$ cat config.mk
export PLATFORM = sky130hd
export DESIGN_NAME = dual_accum_pipe
export DESIGN_NICKNAME = d
export VERILOG_FILES = /design/src/rtl/dacc_pkg.sv /design/src/rtl/dacc_fa.sv /design/src/rtl/dacc_delay.sv /design/src/rtl/dacc_slice.sv /design/src/rtl/dual_accum_pipe.sv
export SDC_FILE = /design/constraint.sdc
export NUM_CORES = 1
export LEC_CHECK = 0
export BUFFER_PORTS_ARGS = -buffer_cell sky130_fd_sc_hd__buf_2
export CAP_MARGIN = 20
export CORE_ASPECT_RATIO = 0.75
export CORE_MARGIN = 2
export CORE_UTILIZATION = 42
export CTS_CLUSTER_SIZE = 14
export DETAILED_ROUTE_END_ITERATION = 16
export PLACE_DENSITY = 0.73
export SYNTH_ARGS = -nofsm -noshare
export SYNTH_HDL_FRONTEND = slang
export SYNTH_SLANG_ARGS = --single-unit
$ cat constraint.sdc
create_clock -name clk -period 3.6 [get_ports clk]
set_input_delay 0.9 -clock clk [delete_from_list [all_inputs] [get_ports clk]]
set_output_delay 0.9 -clock clk [all_outputs]
set_load 0.1 [all_outputs]
$ cat src/rtl/dacc_pkg.sv
// Shared constants for the bit-sliced dual accumulator.
// Assumes the accumulator width is an exact multiple of the slice width.
package dacc_pkg;
    localparam int DACC_W_DEF  = 10;
    localparam int DACC_SW_DEF = 2;

    // Number of pipelined slices for a given width and slice width.
    function automatic int dacc_slices(input int w, input int sw);
        return w / sw;
    endfunction
endpackage

$ cat src/rtl/dacc_fa.sv
// One-bit full adder cell used to build the slice adders.
// Purely combinational; no assumptions.
module dacc_fa (
    input  logic a,
    input  logic b,
    input  logic ci,
    output logic s,
    output logic co
);
    // Sum and majority carry.
    always_comb begin
        s  = a ^ b ^ ci;
        co = (a & b) | (a & ci) | (b & ci);
    end
endmodule

$ cat src/rtl/dacc_delay.sv
// Fixed-depth register delay line with synchronous active-low clear.
// Assumes DEPTH >= 1; a zero-depth path is wired directly by the caller.
module dacc_delay #(
    parameter int WIDTH = 4,
    parameter int DEPTH = 1
) (
    input  logic             clk,
    input  logic             rst_n,
    input  logic [WIDTH-1:0] d,
    output logic [WIDTH-1:0] q
);
    logic [WIDTH-1:0] stage_q [DEPTH];

    // Shift the word one stage per clock; clear all stages on reset.
    always_ff @(posedge clk) begin
        if (!rst_n) begin
            for (int i = 0; i < DEPTH; i++) stage_q[i] <= '0;
        end else begin
            stage_q[0] <= d;
            for (int i = 1; i < DEPTH; i++) stage_q[i] <= stage_q[i-1];
        end
    end

    assign q = stage_q[DEPTH-1];
endmodule

$ cat src/rtl/dacc_slice.sv
// One slice of the dual accumulator: SW state bits, an even-channel adder
// feeding an odd-channel adder in the same cycle, and registered carries for
// the next slice. Assumes the caller skews the inputs so that the carries
// arriving here belong to the same sample as the input bits.
module dacc_slice #(
    parameter int SW = 2
) (
    input  logic          clk,
    input  logic          rst_n,
    input  logic [SW-1:0] x_even,
    input  logic [SW-1:0] x_odd,
    input  logic          cin_even,
    input  logic          cin_odd,
    output logic [SW-1:0] sum_even,
    output logic [SW-1:0] sum_odd,
    output logic          cout_even_q,
    output logic          cout_odd_q,
    output logic [SW-1:0] state_q
);
    logic [SW:0]   cc_even;
    logic [SW:0]   cc_odd;
    logic [SW-1:0] state_nx;

    assign cc_even[0] = cin_even;
    assign cc_odd[0]  = cin_odd;

    for (genvar b = 0; b < SW; b++) begin : g_bit
        dacc_fa fa_even_i (
            .a  (state_q[b]),
            .b  (x_even[b]),
            .ci (cc_even[b]),
            .s  (sum_even[b]),
            .co (cc_even[b+1])
        );
        dacc_fa fa_odd_i (
            .a  (sum_even[b]),
            .b  (x_odd[b]),
            .ci (cc_odd[b]),
            .s  (sum_odd[b]),
            .co (cc_odd[b+1])
        );
    end

    // Reset gate between the adders and the state register.
    always_comb state_nx = rst_n ? sum_odd : '0;

    // Capture the new state slice and the outgoing carries.
    always_ff @(posedge clk) begin
        state_q     <= state_nx;
        cout_even_q <= rst_n & cc_even[SW];
        cout_odd_q  <= rst_n & cc_odd[SW];
    end
endmodule

$ cat src/rtl/dual_accum_pipe.sv
// Bit-sliced pipelined dual accumulator. Each cycle: even residue =
// state + in_even, odd residue = even residue + in_odd, state <= odd residue,
// all modulo 2^W, with the carry of each addition as its overflow bit.
// Input bit pair k is delayed k cycles; slice k results are delayed
// (NSLICE-k) cycles, so outputs are aligned with latency NSLICE.
// Assumes W is a multiple of SW and reset is held for at least two edges.
module dual_accum_pipe
    import dacc_pkg::*;
#(
    parameter int W  = DACC_W_DEF,
    parameter int SW = DACC_SW_DEF
) (
    input  logic         clk,
    input  logic         rst_n,
    input  logic [W-1:0] in_even,
    input  logic [W-1:0] in_odd,
    output logic [W-1:0] res_even,
    output logic [W-1:0] res_odd,
    output logic         ovf_even,
    output logic         ovf_odd
);
    localparam int NSLICE = dacc_slices(W, SW);

    logic [NSLICE-1:0] cy_even;
    logic [NSLICE-1:0] cy_odd;
    logic [W-1:0]      acc_state;

    for (genvar k = 0; k < NSLICE; k++) begin : g_slice
        logic [SW-1:0] xe_k, xo_k, se_k, so_k, st_k;
        logic          ce_in, co_in;

        if (k == 0) begin : g_head
            // First slice: inputs unskewed, no incoming carry.
            assign xe_k  = in_even[SW-1:0];
            assign xo_k  = in_odd[SW-1:0];
            assign ce_in = 1'b0;
            assign co_in = 1'b0;
        end else begin : g_body
            // Later slices: skew inputs by k cycles, take registered carries.
            dacc_delay #(.WIDTH(2*SW), .DEPTH(k)) skew_i (
                .clk   (clk),
                .rst_n (rst_n),
                .d     ({in_odd[k*SW +: SW], in_even[k*SW +: SW]}),
                .q     ({xo_k, xe_k})
            );
            assign ce_in = cy_even[k-1];
            assign co_in = cy_odd[k-1];
        end

        dacc_slice #(.SW(SW)) slice_i (
            .clk         (clk),
            .rst_n       (rst_n),
            .x_even      (xe_k),
            .x_odd       (xo_k),
            .cin_even    (ce_in),
            .cin_odd     (co_in),
            .sum_even    (se_k),
            .sum_odd     (so_k),
            .cout_even_q (cy_even[k]),
            .cout_odd_q  (cy_odd[k]),
            .state_q     (st_k)
        );

        // Re-align this slice's residues with the top slice's carries.
        dacc_delay #(.WIDTH(2*SW), .DEPTH(NSLICE-k)) deskew_i (
            .clk   (clk),
            .rst_n (rst_n),
            .d     ({so_k, se_k}),
            .q     ({res_odd[k*SW +: SW], res_even[k*SW +: SW]})
        );

        assign acc_state[k*SW +: SW] = st_k;
    end

    // Top-slice carries are already registered and aligned.
    assign ovf_even = cy_even[NSLICE-1];
    assign ovf_odd  = cy_odd[NSLICE-1];
endmodule

* Word-level counts from Yosys, hierarchy flattened
Memories as Yosys holds them, arrays and structs flattened. Index checks and enable logic that the tools add are counted.
Word-level totals: register bits 20, RAM bits 100, input port bits 22, output and inout bits 22, memories 9
Memory list:
- g_slice[0].deskew_i.stage_q | words 5, bits a word 4, read ports 5, clocked after memory_dff 0, write ports 5, line dacc_delay.sv:12 | logic [WIDTH-1:0] stage_q [DEPTH];
- g_slice[1].deskew_i.stage_q | words 4, bits a word 4, read ports 4, clocked after memory_dff 0, write ports 4, line dacc_delay.sv:12
- g_slice[4].g_body.skew_i.stage_q | words 4, bits a word 4, read ports 4, clocked after memory_dff 0, write ports 4, line dacc_delay.sv:12
- g_slice[2].deskew_i.stage_q | words 3, bits a word 4, read ports 3, clocked after memory_dff 0, write ports 3, line dacc_delay.sv:12
- g_slice[3].g_body.skew_i.stage_q | words 3, bits a word 4, read ports 3, clocked after memory_dff 0, write ports 3, line dacc_delay.sv:12
- g_slice[2].g_body.skew_i.stage_q | words 2, bits a word 4, read ports 2, clocked after memory_dff 0, write ports 2, line dacc_delay.sv:12
- 3 more memories
Operators by class: multiplexer cells 29, bitwise gates (word level) 163, reductions and logical operators 2
Operator list (count):
- 4-bit 2-to-1 mux | 25
- 1-bit AND | 66
- 1-bit OR | 59
- 1-bit XOR | 38
- 4-bit OR reduction | 2
- 1-bit 2-to-1 mux | 4

* Depth between registers and ports, before layout
Gate-level depths: netlist of the first run. An unclocked memory read counts as a cell.
word-level depth 10, gate-level depth with buffers 4

* By module
A second synthesis of the first run with hierarchy kept.
Second synthesis, totals: cell total of the unflattened synthesis 283, area total of the unflattened synthesis 3808.7 µm²
Modules (own cells, without submodules):
- dacc_delay at g_slice[1].deskew_i ... | instances 2, cells each 33, area an instance 446.7 µm²
- dacc_delay at g_slice[2].deskew_i ... | instances 2, cells each 29, area an instance 366.6 µm²
- dacc_delay at g_slice[0].deskew_i | instances 1, cells each 42, area an instance 561.8 µm²
- dacc_slice | instances 5, cells each 8, area an instance 105.1 µm²
- dacc_delay at g_slice[2].g_body.skew_i ... | instances 2, cells each 20, area an instance 240.2 µm²
- dacc_fa | instances 20, cells each 1, area an instance 20.0 µm²
- dacc_delay at g_slice[1].g_body.skew_i ... | instances 2, cells each 8, area an instance 105.1 µm²
- dual_accum_pipe | instances 1, cells each 1, area an instance 3.8 µm²

* Least setup slack after synthesis of the first run
OpenSTA, ideal clock, no wires.
path kind in2reg, start point in in_even[0], end point mem g_slice[0].deskew_i.stage_q[0][3], setup time 115 ps, data arrival time 2151 ps, required time 3485 ps, path slack 1334 ps, stages on the path 4, buffers on the path 0, cells stage by stage ha_1 -> fa_1 -> fa_1 -> and2_1
RTL lines:
- start: declaration | line dual_accum_pipe.sv:15 | input logic [W-1:0] in_even,
- end: declaration | line dacc_delay.sv:12

* Worst setup path after layout of the first run
start point reg g_slice[3].slice_i.cout_even_q, end point reg g_slice[4].slice_i.state_q[1]
RTL lines:
- start: declaration | line dacc_slice.sv:16 | output logic cout_even_q,
- start signal: assignment | line dacc_slice.sv:50 | cout_even_q <= rst_n & cc_even[SW];
- 1-bit XOR * | line dacc_fa.sv:12 | s = a ^ b ^ ci;
- net g_slice[4].slice_i.g_bit[0].fa_even_i.s | line dacc_fa.sv:7 | output logic s,
- 1-bit AND | line dacc_fa.sv:13 | co = (a & b) | (a & ci) | (b & ci);
- 1-bit OR * (2 in series) | line dacc_fa.sv:13
- 1-bit XOR * | line dacc_fa.sv:12
- net g_slice[4].slice_i.g_bit[1].fa_odd_i.s | line dacc_fa.sv:7
- end signal: assignment | line dacc_slice.sv:49 | state_q <= state_nx;
- end: declaration | line dacc_slice.sv:18 | output logic [SW-1:0] state_q
Mark *: on every way through the listed nets, which the timed path passes. The rest lies on a longest branch. A chain may end at the register's enable or synchronous reset.

==> impl_metrics.toml, run 1 <==
[grt]
antenna_found_initial = 0
grt.busiest_layer = "met2"
grt_pass1_wl_mm = 6.80
met1_usage_pct = 11.3
gr-usage-met2_pct = 15.7
grt_max_degree = 111
grtUsageMet3_pct = 5.02
grt-ovfl-total = 0
track_usage_pct = 9.84
grt_pass1_vias = 1602

[pwr]
seq_power_share_pct = 54.2
ir_drop_mv = 0.277
power_mw = 2.56
powerDensity_nw_per_um2 = 661
switching_share_pct = 24.5
switchingPower_mw = 0.628
p_int_mw = 1.93
clock_power_share_pct = 33.1
leakagePower_nw = 1.74
combPwrFrac_pct = 12.7

[timing]
timing.fmax_mhz = 486
finalCritPeriodShare_pct = 57.2
setup_viol = 0
tightest_slew_ns = 0.713
skew_ns = 0.00792
timing.slew.headroom_pct = 52.5
fin_tns_setup_ns = 0
period_minus_slack_ns = 2.06
rsz0062_at_grt = "no"
report.final.slew_viol_count = 0
hold_viol_final = 0

[clock_network]
cts_buffers = 9
clk_pin_slew_ns = 0.10
cts_setup_buffers = 0
root_buffer = "clkbuf_8"
clockBufferDepth = 2
cts-htree-levels = 3
cts_sinks = 110
clk_latency_ns = 0.35
cts_tree = "yes"
ctsHoldBuffers = 0
postCtsResizedCells = 0

[setup_path]
setup.worst_path.start = "g_slice[3].slice_i.cout_even_q"
cp_max_fo = 2
cp-start-kind = "flop"
crit_arrival_ns = 2.31
crit_end = "g_slice[4].slice_i.state_q[1]"
r2r_slack_ns = 1.54
r2r_cells = 4
worstPathRequired_ns = 3.85
worst_setup_path_end_kind = "flop"
crit_type = "reg -> reg"
r2r_end = "g_slice[4].slice_i.state_q[1]"
r2r-start = "g_slice[3].slice_i.cout_even_q"

[place]
dp_hpwl_mm = 2.49
port_buffers = 43
routabilityCongestion = 0.715

[routing]
routedWlPerCell_um = 9.52
drc = 0
dr.pass1.iters = 4
ant_nets = 0
drt-vias-per-instance = 4.00
wl_mm = 3.86
drtIter0Drc = 45
dr_total_vias = 1618

[synthesis]
seq_area_frac_synth_pct = 62.7
synthCells = 266
syn_area_per_cell_um2 = 13.2
syn-num-nets = 308
syn-cell-area_um2 = 3510
synthDistinctLibCells = 7
ys_warn_count = 0
ys_seq_elements = 110

[finish]
areaGrowthSynthToFinish_pct = 10.4
nets = 337
antennaDiodeCount = 0
register_area_um2 = 2200
drive_gt1_share_pct = 20.0
fillers = 731
multi_input_area_um2 = 1070

[floorplan]
ios = 44
die_y_um = 83.2
coreArea_um2 = 7990
start_util_pct = 43.9
dieArea_um2 = 9110
row_count = 28
die_x_um = 110

[run]
cap_violations = 0

[worst_hold_path]
min_path_type = "reg -> reg"

[run_status]
status = "completed"
[critical path: stages, from the launching register on]
cell and delay (ns):
dfxtp_1 0.33, fa_1 0.52, fa_1 0.48, fa_1 0.48, and2_1 0.16
[final cells by class]
| type | instances | area share [%] |
|---|---|---|
| clock buffers | 9 | 3.20 |
| well taps | 105 | 3.39 |
| repair buffers | 44 | 5.75 |
| flip-flops and latches | 110 | 56.8 |
| clock inverters | 7 | 3.13 |
| multi-input cells | 130 | 27.7 |
[worst min-delay path by stage]
stage	endpoint	slack, ns	cells past startpoint	startpoint
6_report	g_slice[4].g_body.skew_i.stage_q[0][11]	0.43	1	g_slice[4].g_body.skew_i.stage_q[0][7]
5_1_grt	g_slice[4].g_body.skew_i.stage_q[0][11]	0.45	1	g_slice[4].g_body.skew_i.stage_q[0][7]
4_1_cts	g_slice[0].deskew_i.stage_q[0][15]	0.44	1	g_slice[0].deskew_i.stage_q[0][11]
3_5_place_dp	g_slice[0].deskew_i.stage_q[0][15]	0.42	1	g_slice[0].deskew_i.stage_q[0][11]
3_3_place_gp	g_slice[0].deskew_i.stage_q[0][8]	0.41	1	g_slice[0].deskew_i.stage_q[0][4]
2_1_floorplan	g_slice[0].deskew_i.stage_q[0][10]	0.41	1	g_slice[0].deskew_i.stage_q[0][6]
[power by group through the flow]
stage | sequential, mW | clock [mW] | combinational, mW
after global routing | 1.40 | 0.936 | 0.376
after detailed placement | 1.42 | 0 | 0.329
after CTS | 1.39 | 0.882 | 0.334
after floorplan | 1.43 | 0 | 0.267
after global placement | 1.42 | 0 | 0.315
final | 1.39 | 0.849 | 0.325
[kinds of logic after synthesis]
logic type,count (synthesis),share of synthesized area (%)
flip-flops,110,62.7
AND/OR/NAND/NOR,110,19.6
buffers and inverters,26,6.67
adder cells (fa/ha/maj),20,11.0
[registers in the layout (all words and copies together), names as in the netlist]
register	flops
g_slice.g_body.skew_i.stage_q	40
g_slice.slice_i.cout_even_q	5
g_slice.slice_i.state_q	7
g_slice.slice_i.cout_odd_q	5
g_slice.deskew_i.stage_q	53
[metrics by stage]
step	setup slack [ns]	std cells	cell area (um2)	hold WS [ns]	util, %
2_1_floorplan	1.33	266	3510	0.412	-
3_3_place_gp	1.22	389	3630	0.414	45.4
3_5_place_dp	1.19	389	3630	0.418	45.4
4_1_cts	1.51	405	3870	0.438	48.5
5_1_grt	1.46	405	3870	0.450	48.5
6_report	1.54	405	3870	0.434	48.5
[layout by cell type, fill, tap and decap left out]
master      Yosys  layout
buf_4          14       1
ha_1            2       2
and2_1        110     110
dfxtp_1       110     110
clkinvlp_4      0       3
buf_2           1      43
inv_6           0       1
fa_1           18      18
clkbuf_8        0       9
bufinv_16       0       3
[Yosys cell counts (all sizes together)]
library cell	n	area (um2)
ha	2	25.0
and2	110	688
dfxtp	110	2200
fa	18	360
buf	26	234
[layer usage]
layer / share of wire (%) / wire length, um
met1: 48 / 1830
met2: 45 / 1750
met3: 5.9 / 229
met4: 1.1 / 43
met5: 0 / 0
(Power assumes the default switching activity.)
==> run 2: changes to the inputs <==
--- a/config.mk
+++ b/config.mk
@@ -5,6 +5,7 @@
 export SDC_FILE = /design/constraint.sdc
 export NUM_CORES = 1
 export LEC_CHECK = 0
+export ABC_AREA = 1
 export BUFFER_PORTS_ARGS = -buffer_cell sky130_fd_sc_hd__buf_2
 export CAP_MARGIN = 20
 export CORE_ASPECT_RATIO = 0.75
@@ -12,7 +13,7 @@
 export CORE_UTILIZATION = 42
 export CTS_CLUSTER_SIZE = 14
 export DETAILED_ROUTE_END_ITERATION = 16
-export PLACE_DENSITY = 0.73
+export PLACE_DENSITY = 0.75
 export SYNTH_ARGS = -nofsm -noshare
 export SYNTH_HDL_FRONTEND = slang
 export SYNTH_SLANG_ARGS = --single-unit
==> constraint.sdc (replaced) <==
create_clock -name clk -period 1.7 [get_ports clk]
set_input_delay 0.425 -clock clk [delete_from_list [all_inputs] [get_ports clk]]
set_output_delay 0.425 -clock clk [all_outputs]
set_load 0.1 [all_outputs]
==> run 2 against run 1 <==
Effect of this change:
- the flow now finishes with violations (setup timing)
- synthesized area rose by 3.9%
- total power increased by 120%
- wire length grew 23%
- via count is 20% higher
- critical path type unchanged
- largest cell class unchanged
==> impl_metrics.toml, run 2 <==
[run_status]
status = "finished, violations left"
violations = "setup timing"

[routing]
drt-vias-per-instance = 3.74
ant_nets = 0
dr.pass1.iters = 4
wl_mm = 4.74
drc = 0
routedWlPerCell_um = 9.11
drtIter0Drc = 38
dr_total_vias = 1945

[setup_path]
r2r_cells = 5
r2r_end = "g_slice[1].slice_i.state_q[1]"
r2r_slack_ns = -0.21
cp_max_fo = 2
cp-start-kind = "flop"
r2r-start = "g_slice[1].g_body.skew_i.stage_q[0][0]"
crit_type = "reg -> reg"
worstPathRequired_ns = 1.93
crit_arrival_ns = 2.14
worst_setup_path_end_kind = "flop"

[floorplan]
ios = 44
coreArea_um2 = 8450
die_x_um = 112
die_y_um = 84.7
row_count = 29
dieArea_um2 = 9450
start_util_pct = 43.1

[pwr]
powerDensity_nw_per_um2 = 1360
leakagePower_nw = 2.58
power_mw = 5.65
ir_drop_mv = 0.633

[finish]
regMostFlops = "g_slice.deskew_i.stage_q"
finish.utilization_pct = 49.0
nets = 449
fillers = 816
antennaDiodeCount = 0
finalInstanceArea_um2 = 4150
areaGrowthSynthToFinish_pct = 13.7
final_cell_mix = "109 x nand2_1, 109 x inv_1, 98 x dfxtp_1"
largest_reg_flops = 53
drive_gt1_share_pct = 21.4
layout_top_registers = "g_slice.deskew_i.stage_q (53), g_slice.g_body.skew_i.stage_q (40), g_slice.slice_i.state_q (7)"

[clock_network]
clk_latency_ns = 0.33
ctsHoldBuffers = 0
cts_sinks = 110
cts-htree-levels = 3
cts_tree = "yes"
cts_buffers = 9
clockBufferDepth = 2
clk_pin_slew_ns = 0.06
root_buffer = "clkbuf_16"

[timing]
skew_ns = 0.00588
timing.slew.headroom_pct = 67.8
tightest_slew_ns = 0.487
report.final.slew_viol_count = 0
period_minus_slack_ns = 1.91
timing.fmax_mhz = 524
setup_viol = 8
hold_viol_final = 0
fin_tns_setup_ns = -0.971
rsz0062_at_grt = "yes"
finalCritPeriodShare_pct = 112
layout_setup_ws_ns = -0.207

[synthesis]
ys_warn_count = 0
synthTopCellsByArea = "dfxtp_1 60%, inv_1 11%, nand2_1 11%"
synth_flop_cell = "dfxtp_1"
yosys.area.top_type = "dfxtp_1"
synthTopCellsByCount = "110 x dfxtp_1, 110 x inv_1, 110 x nand2_1"
synthDistinctLibCells = 8
synth_edf_count = 0
synthCells = 376
syn_area_per_cell_um2 = 9.70
synth_top_area_share_pct = 60.4
synthArstFlopShare_pct = 0
syn-cell-area_um2 = 3650
ys_seq_elements = 110
syn-num-nets = 418
seq_area_frac_synth_pct = 60.4

[grt]
antenna_found_initial = 0
grt_pass1_vias = 1993
grt-ovfl-total = 0
grt_max_degree = 47
track_usage_pct = 11.3
grt_pass1_wl_mm = 8.37

[worst_hold_path]
min_from = "in_even[6]"
hold-path-endpoint = "g_slice[3].g_body.skew_i.stage_q[0][0]"
hold_path_depth = 3
min_path_type = "in -> reg"

[place]
dp_hpwl_mm = 3.24
dpl_cell_area_um2 = 3840
routabilityCongestion = 0.732
port_buffers = 43
preCtsSetupSlack_ns = -0.231

[run]
cap_violations = 0
run 2: metal layers:
metal / global-route usage (%) / part of all wire (%)
met4: 4.04 / 1.1
met2: 19.8 / 49
met3: 4.69 / 5.8
met5: 0 / 0
met1: 12.6 / 44
run 2: per-stage QoR:
stage / hold slack [ns] / cells
after global routing: 0.263 / 520
after CTS: 0.259 / 519
after global placement: 0.392 / 503
after detailed placement: 0.395 / 503
after floorplan: 0.390 / 376
final: 0.270 / 520
run 2: cells by family after synthesis:
family | count (synthesis) | synth area share [%]
buffers and inverters | 136 | 17.7
flip-flops | 110 | 60.4
AND/OR/NAND/NOR | 110 | 11.3
adder cells (fa/ha/maj) | 20 | 10.6
run 2: final cells by class:
type | count | area [um2] | area share, %
Inverter | 110 | 413 | 9.96
Timing Repair Buffer | 46 | 265 | 6.40
Tap cell | 108 | 135 | 3.26
Clock inverter | 4 | 22.5 | 0.543
Clock buffer | 12 | 246 | 5.95
Sequential cell | 110 | 2220 | 53.5
Multi-Input combinational cell | 130 | 846 | 20.4
run 2: repair_timing:
action                                  in CTS  in global routing
pin swaps                                    9                  3
endpoints found under the hold margin        0                  0
gates resized for setup                     10                  6
setup buffers                                0                  1
endpoints found under the setup margin       9                 10
run 2: power breakdown:
part	switching [mW]	internal [mW]	total, mW
sequential	0.121	2.86	2.98
clock	0.831	1.03	1.86
combinational	0.528	0.290	0.818
run 2: how the worst max path moves through the flow:
stage | startpoint | to | slack, ns | cells past startpoint
final | g_slice[1].g_body.skew_i.stage_q[0][0] | g_slice[1].slice_i.state_q[1] | -0.21 | 5
after detailed placement | in_even[0] | g_slice[0].deskew_i.stage_q[0][3] | -0.23 | 6
after CTS | g_slice[1].g_body.skew_i.stage_q[0][0] | g_slice[1].slice_i.state_q[1] | -0.19 | 5
after global routing | g_slice[4].g_body.skew_i.stage_q[0][12] | g_slice[4].slice_i.state_q[1] | -0.24 | 5
after floorplan | g_slice[1].g_body.skew_i.stage_q[0][0] | g_slice[1].slice_i.state_q[1] | -0.12 | 5
after global placement | in_even[0] | g_slice[0].deskew_i.stage_q[0][3] | -0.20 | 6
run 2: worst max-delay path, cell delays in order, from the launching register on:
cell,delay (ns)
dfxtp_2,0.33
fa_2,0.38
fa_1,0.54
fa_2,0.46
nand2_1,0.07
inv_1,0.03
